<file path="config.mk">
export PLATFORM = sky130hd
export DESIGN_NAME = lpm_entry_seq
export DESIGN_NICKNAME = d
export VERILOG_FILES = /design/src/rtl/lpm_entry_seq.sv
export SDC_FILE = /design/constraint.sdc
export NUM_CORES = 1
export LEC_CHECK = 0
export BUFFER_PORTS_ARGS = -buffer_cell sky130_fd_sc_hd__buf_2
export CAP_MARGIN = 20
export CORE_AREA = 2 2 39 41
export DETAILED_ROUTE_END_ITERATION = 12
export DIE_AREA = 0 0 41 43
export PLACE_DENSITY = 0.53
export SLEW_MARGIN = 20
export SYNTH_ARGS = -nofsm -noshare
export SYNTH_HDL_FRONTEND = slang
export SYNTH_SLANG_ARGS = --single-unit
</file>
<file path="constraint.sdc">
create_clock -name clk -period 1 [get_ports clk]
set_input_delay 0.05 -clock clk [delete_from_list [all_inputs] [get_ports clk]]
set_output_delay 0.05 -clock clk [all_outputs]
set_load 0.005 [all_outputs]
</file>
<file path="src/rtl/lpm_entry_seq.sv">
module lpm_entry_seq #(
  parameter int          NUM_GATES       = 8,
  parameter logic [7:0]  WAIT_GATE_MASK  = 8'h0F,
  parameter logic [7:0]  STOP_GATE_MASK  = 8'hFF
) (
  input  logic                 clk,
  input  logic                 rst_n,
  input  logic                 mode_wr,
  input  logic [1:0]           mode_wdata,
  input  logic                 core_idle,
  input  logic                 core_wake,
  input  logic                 irq_pending,
  output logic [1:0]           lp_state,
  output logic [NUM_GATES-1:0] clk_en
);

  localparam logic [1:0] RUN  = 2'b00;
  localparam logic [1:0] WAIT = 2'b01;
  localparam logic [1:0] STOP = 2'b10;

  logic [1:0] mode_q;
  logic [1:0] state_q;
  logic       armed_q;
  logic       idle_q;

  wire wr_lp     = mode_wr && (mode_wdata == WAIT || mode_wdata == STOP);
  wire idle_rise = core_idle && !idle_q;
  wire in_lp     = state_q != RUN;
  wire leave_lp  = in_lp && core_wake;
  wire enter_lp  = !in_lp && armed_q && idle_rise && !mode_wr &&
                   !irq_pending && !core_wake;

  always_ff @(posedge clk or negedge rst_n) begin
    if (!rst_n) idle_q <= 1'b0;
    else        idle_q <= core_idle;
  end

  always_ff @(posedge clk or negedge rst_n) begin
    if (!rst_n)       mode_q <= RUN;
    else if (mode_wr) mode_q <= (mode_wdata == 2'b11) ? RUN : mode_wdata;
  end

  always_ff @(posedge clk or negedge rst_n) begin
    if (!rst_n)        armed_q <= 1'b0;
    else if (leave_lp) armed_q <= 1'b0;
    else if (mode_wr)  armed_q <= wr_lp;
  end

  always_ff @(posedge clk or negedge rst_n) begin
    if (!rst_n)        state_q <= RUN;
    else if (enter_lp) state_q <= mode_q;
    else if (leave_lp) state_q <= RUN;
  end

  assign lp_state = state_q;

  for (genvar g = 0; g < NUM_GATES; g++) begin : g_gate
    assign clk_en[g] = !((state_q == WAIT && WAIT_GATE_MASK[g]) ||
                         (state_q == STOP && STOP_GATE_MASK[g]));
  end

  a_r2_no_reserved_state: assert property (@(posedge clk) disable iff (!rst_n)
    lp_state != 2'b11);

  a_r3_entry_needs_fresh_edge: assert property (@(posedge clk) disable iff (!rst_n)
    (lp_state == RUN && !(armed_q && core_idle && !idle_q)) |=> lp_state == RUN);

  a_r5_irq_blocks: assert property (@(posedge clk) disable iff (!rst_n)
    (lp_state == RUN && irq_pending) |=> lp_state == RUN);

  a_r11_wake_blocks: assert property (@(posedge clk) disable iff (!rst_n)
    (lp_state == RUN && core_wake) |=> lp_state == RUN);

  a_r7_wake_exit: assert property (@(posedge clk) disable iff (!rst_n)
    (lp_state != RUN && core_wake) |=> (lp_state == RUN && &clk_en));

  a_r9_disarm_on_exit: assert property (@(posedge clk) disable iff (!rst_n)
    (lp_state != RUN && core_wake && !mode_wr) |=> !armed_q);

  a_r6_target_matches_mode: assert property (@(posedge clk) disable iff (!rst_n)
    (lp_state == RUN && $past(lp_state) == RUN && !mode_wr) |=> (lp_state == RUN || lp_state == mode_q));

endmodule

</file>
# --- After elaboration in Yosys (flattened, before gate mapping) ---
# Cells that the tools add are included.
# Widths: inputs -> output; s select.
word_totals:
  mem_bits_rw: 0
  n_memories: 0
  rom_bits: 0
  out_inout_bits: 10
  regBits: 6
  latch_bits: 0
classes:
  order_cmp: 0
  bitwise_logic: 0
  div_mod_pow: 0
  n_mul: 0
  n_mux: 5
  n_shift: 0
  n_eq_ne: 5
  add_sub_neg: 0
  reduce_logical: 20
op_table:
  columns: ["op", "count"]
  rows:
  - ["$logic_and 1x1->1", 8]
  - ["$logic_not 1->1", 7]
  - ["$eq 2x2->1 const B", 3]
  - ["$mux 2", 3]
  - ["$reduce_bool 2->1", 3]
  - ["$eq 2x1->1 const B", 2]
  - ["$logic_or 1x1->1", 2]
  - ["$mux 1", 2]

# --- Longest topological paths before layout ---
depth:
  word_depth: 8
  mapped_depth: 5
  depth_no_buf: 5

# --- Least setup slack after synthesis ---
# No wires, ideal clock.
synth_timing:
  kind: "register to register"
  start: "register state_q[0] (netlist: lp_state[0])"
  end: "register armed_q"
  t_required_ns: 0.881
  stages_incl_launch_ff: 5
  setup_slack_ns: -0.011
  arrival_time_ns: 0.892
  cell_sequence: "dfrtp_1 > inv_1 > ha_1 > nand2b_1 > and2_1"
synth_between:
  elab_chain_cells: 3
  word_cells_on_any_way: 4
  classes_between: "mux: 1; reduce/logical: 3"
synth_lines:
  columns: ["element", "line", "source"]
  rows:
  - ["from (decl)", "22", "logic [1:0] state_q;"]
  - ["from (signal assigned)", "51", "else if (enter_lp) state_q <= mode_q;"]
  - ["$reduce_bool 2->1 (*)", "28", "wire in_lp = state_q != RUN;"]
  - ["$logic_and 1x1->1 (*)", "29", "wire leave_lp = in_lp && core_wake;"]
  - ["$mux 1 or $reduce_bool 2->1 (tied branches)", null, null]
  - ["to (signal assigned)", "46", "else if (mode_wr) armed_q <= wr_lp;"]
  - ["to (decl)", "23", "logic armed_q;"]
# Mark *: on every way between the ends. The rest lies on a longest branch, timed or not.
# A chain may end at the register's enable or synchronous reset.

# --- Worst setup path in the final report ---
layout_timing:
  start: "register state_q[1] (netlist: lp_state[1])"
  end: "output clk_en[1]"
layout_between:
  elab_chain_cells: 3
  word_cells_on_any_way: 4
  classes_between: "eq/ne: 2; reduce/logical: 2"
layout_lines:
  columns: ["element", "line", "source"]
  rows:
  - ["$eq 2x1->1 or $eq 2x2->1 (tied branches)", null, null]
  - ["$logic_or 1x1->1 (*)", "58", "assign clk_en[g] = !((state_q == WAIT && WAIT_GATE_MASK[g]) ||"]
  - ["$logic_not 1->1 (*)", "58", null]
  - ["to (decl)", "14", "output logic [NUM_GATES-1:0] clk_en"]
# Marked as above.

==> PnR_summary.wiki <==
{| class="wikitable"
! Metric !! Value
|-
| Final Routed Wirelength || 688 um
|-
| Placer congestion estimate || 0.7194
|-
| Post-synthesis average cell area || 9.464 sq um
|-
| Commonest cells after routing, fill and taps aside || sky130_fd_sc_hd__buf_2, sky130_fd_sc_hd__dfrtp_1, sky130_fd_sc_hd__inv_1, sky130_fd_sc_hd__buf_6, sky130_fd_sc_hd__nand2_1
|-
| Source-to-sink clock delay at the later pin of the worst-skew pair || 0.24 ns
|-
| Smallest setup slack after layout || -0.1318 ns
|-
| Largest net degree at the start of global routing || 7
|-
| RSZ-0062 raised after global routing || yes
|-
| Via density per instance || 3.986
|-
| Worst slack at placement || -0.02312 ns
|-
| Count of distinct cell types in the synthesized netlist || 12
|-
| Clock buffer count from CTS || 3
|-
| Global-route total usage across every layer || 10.34%
|-
| Internal power || 0.6427 mW
|-
| Initial Util || 26.67%
|-
| Total number of placement rows || 14
|-
| Endpoint class of the critical path || output port
|-
| Failing checks || setup timing
|-
| Slew Viols, Final || 0
|-
| Crit path max fanout || 4
|-
| Diodes inserted || 0
|-
| Cell area after technology mapping || 369.1 sq um
|-
| Element type at the critical path start || flop
|-
| Chip height || 43 um
|-
| Worst reg2reg startpoint || lp_state[1]$_DFFE_PN0P_
|-
| Worst slack on hold paths || 0.09405 ns
|-
| Total overflow reported by the global router || 0
|-
| Mean routed wirelength per cell || 9.297 um
|-
| Post-detailed-route DRC marker count || 0
|-
| Number of setup buffers added after CTS || 0
|-
| Number of input and output port buffers inserted || 17
|-
| Boundary pin count || 18
|-
| Total number of H-tree levels || 1
|-
| Crit path cell chain || inv_2, ha_4, inv_4, buf_2
|-
| Synthesis warning total || 0
|-
| Type of the worst setup path || flop to output port
|-
| Vias in the first global route || 272
|-
| Final worst-path cycle share || 113.2%
|-
| Sequential cell fraction of total power || 31.9%
|-
| NetSw || 0.2634 mW
|-
| Clock transition at the register clock pins on the worst setup and hold paths after CTS || 0.05 ns
|-
| Post-place instance area || 459.2 sq um
|-
| Finished Cell Area || 560.5 sq um
|-
| Worst min path class || input pin to flop
|-
| WP data arrival || 1.08 ns
|-
| Worst slew slack as a fraction of its limit || 91.33%
|-
| Number of clock sinks || 6
|-
| Number of buffers between clock root and the deepest sink || 2
|-
| Cell with the largest stage delay on the worst path || sky130_fd_sc_hd__dfrtp_1
|-
| Syn Inst Count || 39
|-
| Total core area || 1384 sq um
|-
| Part of the Yosys area used for sequential elements || 40.68%
|-
| Total power density per cell area || 1616 nW/um^2
|-
| Most common cell after layout, fill and taps aside || sky130_fd_sc_hd__buf_2
|-
| IR Drop Worst-Case VDD || 0.6753 mV
|-
| Worst Clk Skew || 0.002286 ns
|-
| Chip width || 41 um
|-
| Part of the power in the clock network || 24.7%
|-
| Crit path required time || 0.95 ns
|-
| Slew at the pin closest to its max-slew limit || 0.1264 ns
|-
| Leakage power of the design || 0.2970 nW
|-
| Area of the die || 1763 sq um
|-
| Status || finished, violations left
|-
| Critical Path Max Stage Delay || 0.37 ns
|-
| Clock tree from TritonCTS || built
|-
| R2R setup slack || 0 ns
|-
| Final Setup Violations || 8
|-
| Net Count, Synth || 51
|-
| First-pass GRT wire length || 1.138 mm
|-
| Flops & latches, synth || 6
|-
| DR vias || 295
|-
| Combinational Power Share || 43.5%
|-
| Cell type contributing the most total cell area after synthesis || sky130_fd_sc_hd__dfrtp_1
|-
| Worst Setup SP || lp_state[1]$_DFFE_PN0P_
|-
| Top area cells in the synthesized netlist || sky130_fd_sc_hd__dfrtp_1, sky130_fd_sc_hd__ha_1, sky130_fd_sc_hd__buf_4
|-
| HPWL after detailed placement || 532.6 um
|-
| Number of optimization iterations in the first detailed-route pass || 2
|-
| Fraction of final layout cells with drive strength greater than 1 || 55.17%
|-
| Source of the worst hold timing path || mode_wr
|-
| Number of fill cells || 150
|-
| Total count of hold-check failures in the final report || 0
|-
| Fin crit period || 1.132 ns
|-
| F_max || 883.5 MHz
|-
| Top cell type's share of synthesized area || 40.68%
|-
| Post-Place Cells || 69
|-
| Max_cap viols || 0
|-
| Final cell count without fillers || 74
|-
| Antenna violation net count after detailed routing || 0
|-
| Antenna violations before repair || 0
|-
| Clock root buffer || sky130_fd_sc_hd__clkbuf_4
|-
| Synthesis-to-finish area growth || 51.86%
|-
| Number of DRC markers after the initial detailed-route iteration || 2
|-
| Switching fraction of total power || 29.07%
|-
| Number of nets in the final layout || 72
|}
==> critical path, delay by kind of cell, from the launching register on <==
family / cells / cell delay, ns
flip-flops: 1 / 0.37
buffers and inverters: 3 / 0.21
adder cells (fa/ha/maj): 1 / 0.27
==> area by class of cell <==
type	instances	area (sq um)	area share [%]
multi-input cells	18	175.2	31.25
repair buffers	22	153.9	27.46
flip-flops and latches	6	150.1	26.79
inverters	9	38.79	6.920
clock buffers	3	22.52	4.018
well taps	16	20.02	3.571
==> path summary, 6_finish.rpt <==
kind | end | depth (start not counted)
min in group asynchronous | armed_q$_DFFE_PN0P_ | 2
worst min register to register | lp_state[0]$_DFFE_PN0P_ | 2
worst max-delay path | clk_en[1] | 4
worst min-delay path | mode_q[1]$_DFFE_PN0P_ | 2
max in group asynchronous | mode_q[0]$_DFFE_PN0P_ | 2
worst max register to register | lp_state[1]$_DFFE_PN0P_ | 4
==> power by group through the flow <==
stage	clock (mW)	sequential (mW)	combinational [mW]
after floorplan	0	0.292	0.192
after global placement	0	0.288	0.269
after detailed placement	0	0.289	0.271
after CTS	0.232	0.286	0.336
after global routing	0.252	0.292	0.451
final	0.223	0.289	0.394
==> what timing repair did <==
item | 4_1_cts | 5_1_grt
gates resized for setup | 10 | 6
hold buffers | 2 | 0
hold endpoints to repair | 7 | 0
setup endpoints to repair | 10 | 10
pin swaps | 1 | 1
==> metal layers <==
layer,share of wire (%),track usage (%)
met5,0,0
met2,48,13.44
met4,0,10.00
met3,7.3,3.141
met1,45,12.62
==> per-stage QoR <==
step	util, %	total power [mW]	TNS, ns
CTS	38.97	0.8550	-1.162
detailed placement	33.18	0.5599	-0.04086
global placement	33.18	0.5570	0
finish	40.51	0.9061	-0.9898
floorplan	-	0.4843	-0.005294
global route	40.51	0.9957	-1.713
==> Yosys cell counts, drive strengths merged <==
| master | n |
|---|---|
| inv | 9 |
| buf | 6 |
| dfrtp | 6 |
| ha | 4 |
| nand2 | 4 |
| mux2i | 3 |
| o21ai | 2 |
| and2 | 1 |
| nand2b | 1 |
| nand4 | 1 |
| nor2 | 1 |
| nor3b | 1 |
==> registers in the layout (all words and copies together) (netlist names) <==
register and cells:
lp_state 2, mode_q 2, armed_q 1, idle_q 1
==> kinds of logic after synthesis <==
kind of cell               synth area share, %
AOI/OAI and AO/OA                        2.712
adders and majority gates                13.56
buffers and inverters                    21.35
DFF                                      40.68
muxes                                    8.136
and+or+nand+nor                          13.56
No activity file was read; power rests on OpenSTA's default activity.
